--- src/rtl/spi_sclk_pkg.sv ---
package spi_sclk_pkg;

    // Which half of the SCLK cycle the generator is in.
    typedef enum logic {
        PH_IDLE = 1'b0,   // SCLK at its idle level
        PH_AWAY = 1'b1    // SCLK at the opposite level
    } sclk_phase_e;

endpackage

--- src/rtl/spi_sclk_prescale_stage.sv ---
// First divide stage: emits a one-cycle tick every `limit` cycles while run is high.
module spi_sclk_prescale_stage #(
    parameter int W = 8
) (
    input  logic         clk,
    input  logic         rst_n,
    input  logic         clr,
    input  logic         run,
    input  logic [W-1:0] limit,
    output logic         tick
);
    localparam logic [W-1:0] ONE = {{(W-1){1'b0}}, 1'b1};

    logic [W-1:0] cnt_d, cnt_q;

    assign tick = run && (cnt_q == (limit - ONE));

    always_comb begin
        cnt_d = cnt_q;
        if (clr) begin
            cnt_d = '0;
        end else if (run) begin
            cnt_d = tick ? '0 : (cnt_q + ONE);
        end
    end

    always_ff @(posedge clk or negedge rst_n) begin
        if (!rst_n) begin
            cnt_q <= '0;
        end else begin
            cnt_q <= cnt_d;
        end
    end

endmodule

--- src/rtl/spi_sclk_rate_stage.sv ---
// Second divide stage: counts first-stage ticks and flags the last of (limit + 1).
module spi_sclk_rate_stage #(
    parameter int W = 8
) (
    input  logic         clk,
    input  logic         rst_n,
    input  logic         clr,
    input  logic         tick_in,
    input  logic [W-1:0] limit,
    output logic         half_done
);
    localparam logic [W-1:0] ONE = {{(W-1){1'b0}}, 1'b1};

    logic [W-1:0] cnt_d, cnt_q;

    assign half_done = tick_in && (cnt_q == limit);

    always_comb begin
        cnt_d = cnt_q;
        if (clr) begin
            cnt_d = '0;
        end else if (tick_in) begin
            cnt_d = half_done ? '0 : (cnt_q + ONE);
        end
    end

    always_ff @(posedge clk or negedge rst_n) begin
        if (!rst_n) begin
            cnt_q <= '0;
        end else begin
            cnt_q <= cnt_d;
        end
    end

endmodule

--- src/rtl/spi_sclk_gen.sv ---
// Two-stage SPI serial clock generator with leading / trailing edge strobes.
module spi_sclk_gen
    import spi_sclk_pkg::*;
#(
    parameter int W_PRE  = 8,
    parameter int W_RATE = 8
) (
    input  logic              clk,
    input  logic              rst_n,
    input  logic              en,
    input  logic [W_PRE-1:0]  prescale,
    input  logic [W_RATE-1:0] rate,
    input  logic              cpol,
    input  logic              run,
    output logic              sclk,
    output logic              lead_pulse,
    output logic              trail_pulse
);
    localparam logic [W_PRE-1:0] PRE_ONE = {{(W_PRE-1){1'b0}}, 1'b1};

    typedef struct packed {
        logic              active;    // a frame is being clocked
        sclk_phase_e       phase;
        logic              pol;       // polarity captured at frame start
        logic [W_PRE-1:0]  pre_half;  // prescale / 2, at least 1
        logic [W_RATE-1:0] rate;      // rate captured at frame start
        logic              lead;
        logic              trail;
    } gen_state_t;

    gen_state_t st_d, st_q;

    // Prescale rounding: drop bit 0, clamp 0 and 1 up to 2 (half = 1).
    logic [W_PRE-1:0] pre_half_in;
    assign pre_half_in = (prescale[W_PRE-1:1] == '0) ? PRE_ONE : (prescale >> 1);

    logic stop_req;
    assign stop_req = !en || !run;

    logic cnt_clr, pre_tick, half_done;
    assign cnt_clr = !st_q.active;

    spi_sclk_prescale_stage #(.W(W_PRE)) pre_stage_i (
        .clk   (clk),
        .rst_n (rst_n),
        .clr   (cnt_clr),
        .run   (st_q.active),
        .limit (st_q.pre_half),
        .tick  (pre_tick)
    );

    spi_sclk_rate_stage #(.W(W_RATE)) rate_stage_i (
        .clk       (clk),
        .rst_n     (rst_n),
        .clr       (cnt_clr),
        .tick_in   (pre_tick),
        .limit     (st_q.rate),
        .half_done (half_done)
    );

    always_comb begin
        st_d       = st_q;
        st_d.lead  = 1'b0;
        st_d.trail = 1'b0;
        if (!st_q.active) begin
            if (!stop_req) begin
                st_d.active   = 1'b1;
                st_d.phase    = PH_IDLE;
                st_d.pol      = cpol;
                st_d.pre_half = pre_half_in;
                st_d.rate     = rate;
            end
        end else if ((st_q.phase == PH_IDLE) && stop_req) begin
            // Clean stop: only ever leave with SCLK at its idle level.
            st_d.active = 1'b0;
        end else if (half_done) begin
            if (st_q.phase == PH_IDLE) begin
                st_d.phase = PH_AWAY;
                st_d.lead  = 1'b1;
            end else begin
                st_d.phase = PH_IDLE;
                st_d.trail = 1'b1;
            end
        end
    end

    always_ff @(posedge clk or negedge rst_n) begin
        if (!rst_n) begin
            st_q <= '{active: 1'b0, phase: PH_IDLE, pol: 1'b0,
                      pre_half: PRE_ONE, rate: '0, lead: 1'b0, trail: 1'b0};
        end else begin
            st_q <= st_d;
        end
    end

    logic frame_active;
    assign frame_active = st_q.active;

    assign sclk        = st_q.active ? (st_q.pol ^ (st_q.phase == PH_AWAY)) : cpol;
    assign lead_pulse  = st_q.lead;
    assign trail_pulse = st_q.trail;

endmodule

--- config.mk ---
export PLATFORM = sky130hd
export DESIGN_NAME = spi_sclk_gen
export DESIGN_NICKNAME = d
export VERILOG_FILES = /design/src/rtl/spi_sclk_pkg.sv /design/src/rtl/spi_sclk_prescale_stage.sv /design/src/rtl/spi_sclk_rate_stage.sv /design/src/rtl/spi_sclk_gen.sv
export SDC_FILE = /design/constraint.sdc
export NUM_CORES = 1
export LEC_CHECK = 0
export CORE_MARGIN = 2
export CORE_UTILIZATION = 40
export DETAILED_ROUTE_END_ITERATION = 8
export GPL_ROUTABILITY_DRIVEN = 0
export PLACE_DENSITY_LB_ADDON = 0.2
export RECOVER_POWER = 50
export SLEW_MARGIN = 15
export SYNTH_ARGS = -nofsm -noshare
export SYNTH_HDL_FRONTEND = slang
export SYNTH_SLANG_ARGS = --single-unit
--- constraint.sdc ---
create_clock -name clk -period 4.4 [get_ports clk]
set_input_delay 0.44 -clock clk [delete_from_list [all_inputs] [get_ports clk]]
set_output_delay 0.44 -clock clk [all_outputs]
set_load 0.005 [all_outputs]
======== Yosys cells after proc, flatten, opt, wreduce, memory -nomap -nowiden ========
Cells that the tools add are included.
word-level totals
  flip-flop bits (word level) ............. 37
  input bits .............................. 21
  output and inout port bits .............. 3
  word-level logic and storage cells ...... 48
operators by class
  add/subtract/negate cells ............... 3
  equal/unequal tests ..................... 6
  muxes and demuxes ....................... 17
  bitwise operators ....................... 4
  reduce and logical (&&, ||, !) cells .... 9
operators by type and width
  kind                                                   number
  two-way mux 8 bit                                      5
  two-way mux 19 bit                                     1
  adder 8 x 1 -> 8 bit, second input constant            2
  == test 8 bit                                          2
  two-way mux 2 bit                                      4
  subtractor 8 x 1 -> 8 bit, second input constant       1
  logical NOT 7 bit                                      1
  two-way mux 7 bit                                      1
  two-way mux 1 bit                                      6
  inequality test 2 x 1 -> 1 bit, second input constant  2
  inequality test 2 bit, second input constant           2
  logical AND 1 bit                                      3
  NOT 1 bit                                              3
  AND reduction 3 bit                                    1
  logical NOT 1 bit                                      2
  AND reduction 2 bit                                    1
  logical OR 1 bit                                       1
  XOR 1 bit                                              1

======== Depth between registers and ports, before layout ========
  word-level depth ........................ 7
  mapped depth ............................ 9
  depth with buffers taken out ............ 8

======== By module ========
A second synthesis with hierarchy kept.
unflattened totals
  cells, all modules ...................... 190
  area, all modules ....................... 2064.5 µm²
modules (own cells, without submodules)
  module                   instances  cells an instance  area an instance (µm²)  sequential area each (µm²)
  spi_sclk_gen             1          54                 814.5                   501.7
  spi_sclk_prescale_stage  1          85                 726.9                   200.2
  spi_sclk_rate_stage      1          51                 523.0                   200.2

======== Least setup slack after synthesis ========
No wires, ideal clock.
  kind .................................... register to register
  from .................................... register st_q[10] in the netlist's numbering
  to ...................................... register rate_stage_i.cnt_q[2]
  arrival ................................. 2.200 ns
  required time ........................... 4.322 ns
  path slack .............................. 2.123 ns
  stages on the path, launching flop included .. 8
  path through ............................ dfstp_2 -> inv_1 -> ha_1 -> or2b_1 -> a31oi_1 -> o2111ai_2 -> or4_1 -> a21boi_1
between the ends
  cells in the longest elaborated chain, start to end .. 7
  elaborated cells between the ends (all ways) .. 8
  those cells by class .................... add/sub: 1; eq/ne: 2; mux: 3; reduce/logical: 2
RTL lines
  what                           line                           source
  start: declaration             spi_sclk_gen.sv:31             gen_state_t st_d, st_q;
  start signal: assignment       spi_sclk_gen.sv:89             st_q <= '{active: 1'b0, phase: PH_IDLE, pol: 1'b0,
  start signal: assignment       spi_sclk_gen.sv:92             st_q <= st_d;
  subtractor 8 x 1 -> 8 bit (*)  spi_sclk_prescale_stage.sv:16  assign tick = run && (cnt_q == (limit - ONE));
  == test 8 bit (*)              spi_sclk_prescale_stage.sv:16
  logical AND 1 bit (*)          spi_sclk_prescale_stage.sv:16
  logical AND 1 bit              spi_sclk_rate_stage.sv:16      assign half_done = tick_in && (cnt_q == limit);
  two-way mux 8 bit              spi_sclk_rate_stage.sv:23      cnt_d = half_done ? '0 : (cnt_q + ONE);
  two-way mux 8 bit              spi_sclk_rate_stage.sv:22      end else if (tick_in) begin
  two-way mux 8 bit              spi_sclk_rate_stage.sv:20      if (clr) begin
  end signal: assignment         spi_sclk_rate_stage.sv:31      cnt_q <= cnt_d;
  end: declaration               spi_sclk_rate_stage.sv:14      logic [W-1:0] cnt_d, cnt_q;
Mark *: on every way between the ends. The rest lies on a longest branch, timed or not. The select of a mux whose other input is x is not followed.
A chain may end at the register's enable or synchronous reset.

======== Worst setup path in the final report ========
  from .................................... register st_q[10] in the netlist's numbering
  to ...................................... register st_q[19] in the netlist's numbering
between the ends
  cells in the longest elaborated chain, start to end .. 6
RTL lines
  what                                      line
  subtractor 8 x 1 -> 8 bit                 spi_sclk_prescale_stage.sv:16
  == test 8 bit                             spi_sclk_prescale_stage.sv:16
  logical AND 1 bit                         spi_sclk_prescale_stage.sv:16
  logical AND 1 bit                         spi_sclk_rate_stage.sv:16
  inequality test 2 x 1 -> 1 bit (no line)  n/a
  AND reduction 3 bit (no line)             n/a
No other way between the ends.

==> Flow_metrics.wiki <==
{| class="wikitable"
! Metric !! Value
|-
| Run status || finished with violations
|-
| Failing checks || capacitance limit, slew limit
|-
| Area enclosed by the die boundary || slightly below 6000 um2
|-
| Critical path fanouts, max || 19
|-
| Worst Hold Launch || st_q[7]
|-
| Clock latency at the later pin of the worst-skew pair || a little under 0.3 ns
|-
| Yosys cell types || between 40 and 50
|-
| Core region area || ~5100 um2
|-
| Final Max Slew Viols || 37
|-
| Diode count || 0
|-
| Nature of the critical path endpoint || register
|-
| # clock sinks || 36
|-
| DRC violation count after routing || 0
|-
| Terminus of the critical flop-to-flop path || st_q[19]
|-
| LEAKAGE || roughly 0.00094 uW
|-
| Nature of the critical path startpoint || register
|-
| CP Class || reg -> reg
|-
| Overall fraction of global-route tracks in use || 0.1475
|-
| Maximum clock frequency || ~0.36 GHz
|-
| Total non-filler cell area in the finished layout || 2421 um2
|-
| Placed cell areas || ~2300 um2
|-
| Count of max-cap constraint violations || 1
|-
| Startpoint of the worst-slack reg-to-reg timing path || st_q[10]
|-
| Remaining max-slew budget at the tightest pin || -0.2738
|-
| Fraction of the yosys area taken by sequential cells || 0.4330
|-
| H-Tree Level Count || 2
|-
| Hold buffer count at cts || 0
|-
| Setup repair after global routing missed its margin || no
|-
| Global-route wire length before repair || slightly below 7 mm
|-
| Number of antenna violations at the first check in global routing || 0
|-
| CTS tree || built
|-
| Most common cell after layout, fill and taps aside || sky130_fd_sc_hd__dfrtp_1
|-
| Synth-to-layout area growth || 16.22%
|-
| DR pass1 iterations || 4
|-
| Die Span X || approximately 76 um
|-
| Per-cell routed wire length || ~13 um
|-
| Class of the tightest hold or removal check || reg -> reg
|-
| Worst Hold Path Cells || 1
|-
| Worst slack after detailed placement || ~1.7 ns
|-
| Final worst setup slack || ~1.6 ns
|-
| Height of the die || between 70 and 80 um
|-
| Worst reg-to-reg setup slack || roughly 1.6 ns
|-
| Wire length after detailed routing || approximately 3.9 mm
|-
| Post-route clock skew || between 0.003 and 0.004 ns
|-
| CTS-repair resized insts || 0
|-
| Via count of the first global-routing pass || 1508
|-
| Half-perimeter wire length after detailed placement || around 2.7 mm
|-
| Synth Register Bits || 36
|-
| Number of synthesized flops with an enable pin || 0
|-
| Number of DRC markers after the initial detailed-route iteration || between 50 and 60
|-
| Post-route antenna net violation count || 0
|-
| I/O Pins || 24
|-
| Number of warning messages in the yosys log || 0
|-
| Post-route clock period utilization || 0.6274
|-
| FFs w/ async S/R, synth || 1.000
|-
| Vias per Instance || 5.179
|-
| Final critical-path required period || ~2.8 ns
|-
| Post-route setup TNS || 0 ns
|-
| Initial Util || 0.4105
|-
| Signal arrival time at the worst endpoint || 2.97 ns
|-
| Final-report setup violation count || 0
|-
| Clock Path Buffers || 2
|-
| Clk pin slew, worst setup/hold paths || 0.07 ns
|-
| Port bufs || 22
|-
| Worst r2r path cells || 7
|-
| Net count after synthesis || roughly 220
|-
| Number of fill cells || ~500
|-
| Vias || approximately 1500
|-
| Final net count || between 200 and 250
|-
| Share of post-route cells with drive strength above 1 || 0.1682
|-
| Pin count of the biggest net entering global routing || 37
|-
| Most used flip-flop cell after synthesis || sky130_fd_sc_hd__dfrtp_1
|-
| Measured slew at the worst slew-check pin || between 1.5 and 2 ns
|-
| Inserted Clock Buffers || 5
|-
| Sink of the worst hold path || st_q[7]
|-
| # rows || 26
|-
| Total standard cell area after synthesis || 2083 um2
|-
| Gate Count Post-Synth || 200
|-
| Mean post-synth cell area || around 10 um2
|-
| Count of buffers added by post-CTS timing repair for setup || 0
|-
| Data required, critical path || around 4.6 ns
|-
| Number of endpoints with negative hold slack in the final report || 0
|-
| Overflow after GRT || 0
|-
| Power density normalized to cell area || between 300 and 400 nW/um2
|-
| Commonest cells after routing, fill and taps aside || sky130_fd_sc_hd__dfrtp_1, sky130_fd_sc_hd__clkdlybuf4s50_1, sky130_fd_sc_hd__xnor2_1, sky130_fd_sc_hd__nor2_1, sky130_fd_sc_hd__mux2_2
|-
| Root buffer cell || sky130_fd_sc_hd__clkbuf_8
|-
| Peak VDD IR || ~0.24 mV
|}
==> worst max path at each step <==
stage / from / slack [ns] / to
finish: st_q[10] / 1.64 / st_q[19]
global route: st_q[10] / 1.48 / rate_stage_i.cnt_q[0]
CTS: st_q[12] / 1.65 / st_q[19]
detailed placement: st_q[12] / 1.66 / st_q[19]
global placement: st_q[12] / 1.69 / rate_stage_i.cnt_q[2]
floorplan: st_q[10] / 2.12 / rate_stage_i.cnt_q[2]
==> stage by stage <==
| stage | hold slack (ns) | utilization | total power (uW) | instances |
|---|---|---|---|---|
| 2_1_floorplan | 0.1444 | - | 528.6 | 200 |
| 3_3_place_gp | 0.5088 | 0.4561 | 571.3 | 282 |
| 3_5_place_dp | 0.5170 | 0.4561 | 573.5 | 282 |
| 4_1_cts | 0.2647 | 0.4773 | 868.2 | 290 |
| 5_1_grt | 0.5510 | 0.4771 | 903.5 | 290 |
| 6_report | 0.5275 | 0.4771 | 854.4 | 290 |
==> where the power goes <==
group | total (uW) | internal [uW] | switching (uW)
Combinational | 165 | 82.5 | 82.4
Clock | 290 | 168 | 122
Sequential | 400 | 364 | 35.8
Total | 854 | 615 | 240
==> worst max-delay path, stage by stage, from the launching register on <==
cell,delay (ns)
sky130_fd_sc_hd__dfstp_2,0.58
sky130_fd_sc_hd__inv_1,0.07
sky130_fd_sc_hd__ha_1,0.28
sky130_fd_sc_hd__or2b_1,0.26
sky130_fd_sc_hd__a31oi_1,0.21
sky130_fd_sc_hd__o2111ai_2,0.48
sky130_fd_sc_hd__or4b_1,0.69
sky130_fd_sc_hd__o211ai_1,0.10
==> sequential cells by signal, indices dropped and copies added (netlist names) <==
signal and count:
pre_stage_i.cnt_q 8, frame_active 1, rate_stage_i.cnt_q 8, lead_pulse 1, st_q 17, trail_pulse 1
==> Yosys cell counts, types with 2 or more instances <==
master | number | area share
sky130_fd_sc_hd__nand2_1 | 9 | 0.016
sky130_fd_sc_hd__mux2_2 | 15 | 0.081
sky130_fd_sc_hd__o21ai_0 | 3 | 0.0072
sky130_fd_sc_hd__nand3_1 | 8 | 0.019
sky130_fd_sc_hd__dfrtp_1 | 35 | 0.42
sky130_fd_sc_hd__nand4b_1 | 3 | 0.013
sky130_fd_sc_hd__o21a_1 | 5 | 0.018
sky130_fd_sc_hd__o31ai_1 | 3 | 0.011
sky130_fd_sc_hd__xor2_1 | 5 | 0.021
sky130_fd_sc_hd__ha_1 | 3 | 0.018
sky130_fd_sc_hd__a31oi_1 | 4 | 0.012
sky130_fd_sc_hd__or4_1 | 4 | 0.014
sky130_fd_sc_hd__nor3_1 | 4 | 0.0096
sky130_fd_sc_hd__o31a_2 | 5 | 0.024
sky130_fd_sc_hd__and3_1 | 5 | 0.015
sky130_fd_sc_hd__nor2_1 | 15 | 0.027
sky130_fd_sc_hd__and4_1 | 2 | 0.0084
sky130_fd_sc_hd__clkbuf_1 | 5 | 0.0090
sky130_fd_sc_hd__a21boi_1 | 2 | 0.0072
sky130_fd_sc_hd__inv_1 | 7 | 0.013
sky130_fd_sc_hd__a21oi_1 | 5 | 0.012
sky130_fd_sc_hd__xnor2_1 | 16 | 0.067
sky130_fd_sc_hd__nor3_2 | 3 | 0.014
sky130_fd_sc_hd__nand4_1 | 2 | 0.0060
sky130_fd_sc_hd__or2b_1 | 2 | 0.0072
sky130_fd_sc_hd__nand2b_1 | 3 | 0.0090
sky130_fd_sc_hd__buf_6 | 3 | 0.016
sky130_fd_sc_hd__nor4_1 | 7 | 0.021
==> logic make-up (layout without fill, tap and decap cells) <==
group / Yosys count / in the layout / share of synthesized area
simple gates: 74 / 74 / 0.2048
buf+inv: 17 / 37 / 0.04685
flops: 36 / 36 / 0.4330
fa+ha+maj: 3 / 3 / 0.01802
mux: 15 / 15 / 0.08108
xor+xnor: 22 / 22 / 0.09610
compound gates: 33 / 33 / 0.1201
==> layer usage <==
layer  routed length (um)  vias to the layer above  global-route usage
li1                     -                      760                   -
met1                 1822                      716              0.1857
met2                 1890                       18              0.2384
met3                  114                        8             0.03555
met4                   84                        0             0.07273
met5                    0                        -                   0
==> cell type report <==
type                    instances  area [um2]  share of cell area
inverters                       7       26.28             0.01085
clock inverters                 2       35.03             0.01447
multi-input cells             147        1084              0.4475
clock buffers                   6       72.57             0.02997
repair buffers                 22       214.0             0.08837
well taps                      70       87.58             0.03618
flip-flops and latches         36       902.1              0.3726
Note: power is estimated with default switching activity, not from simulation.
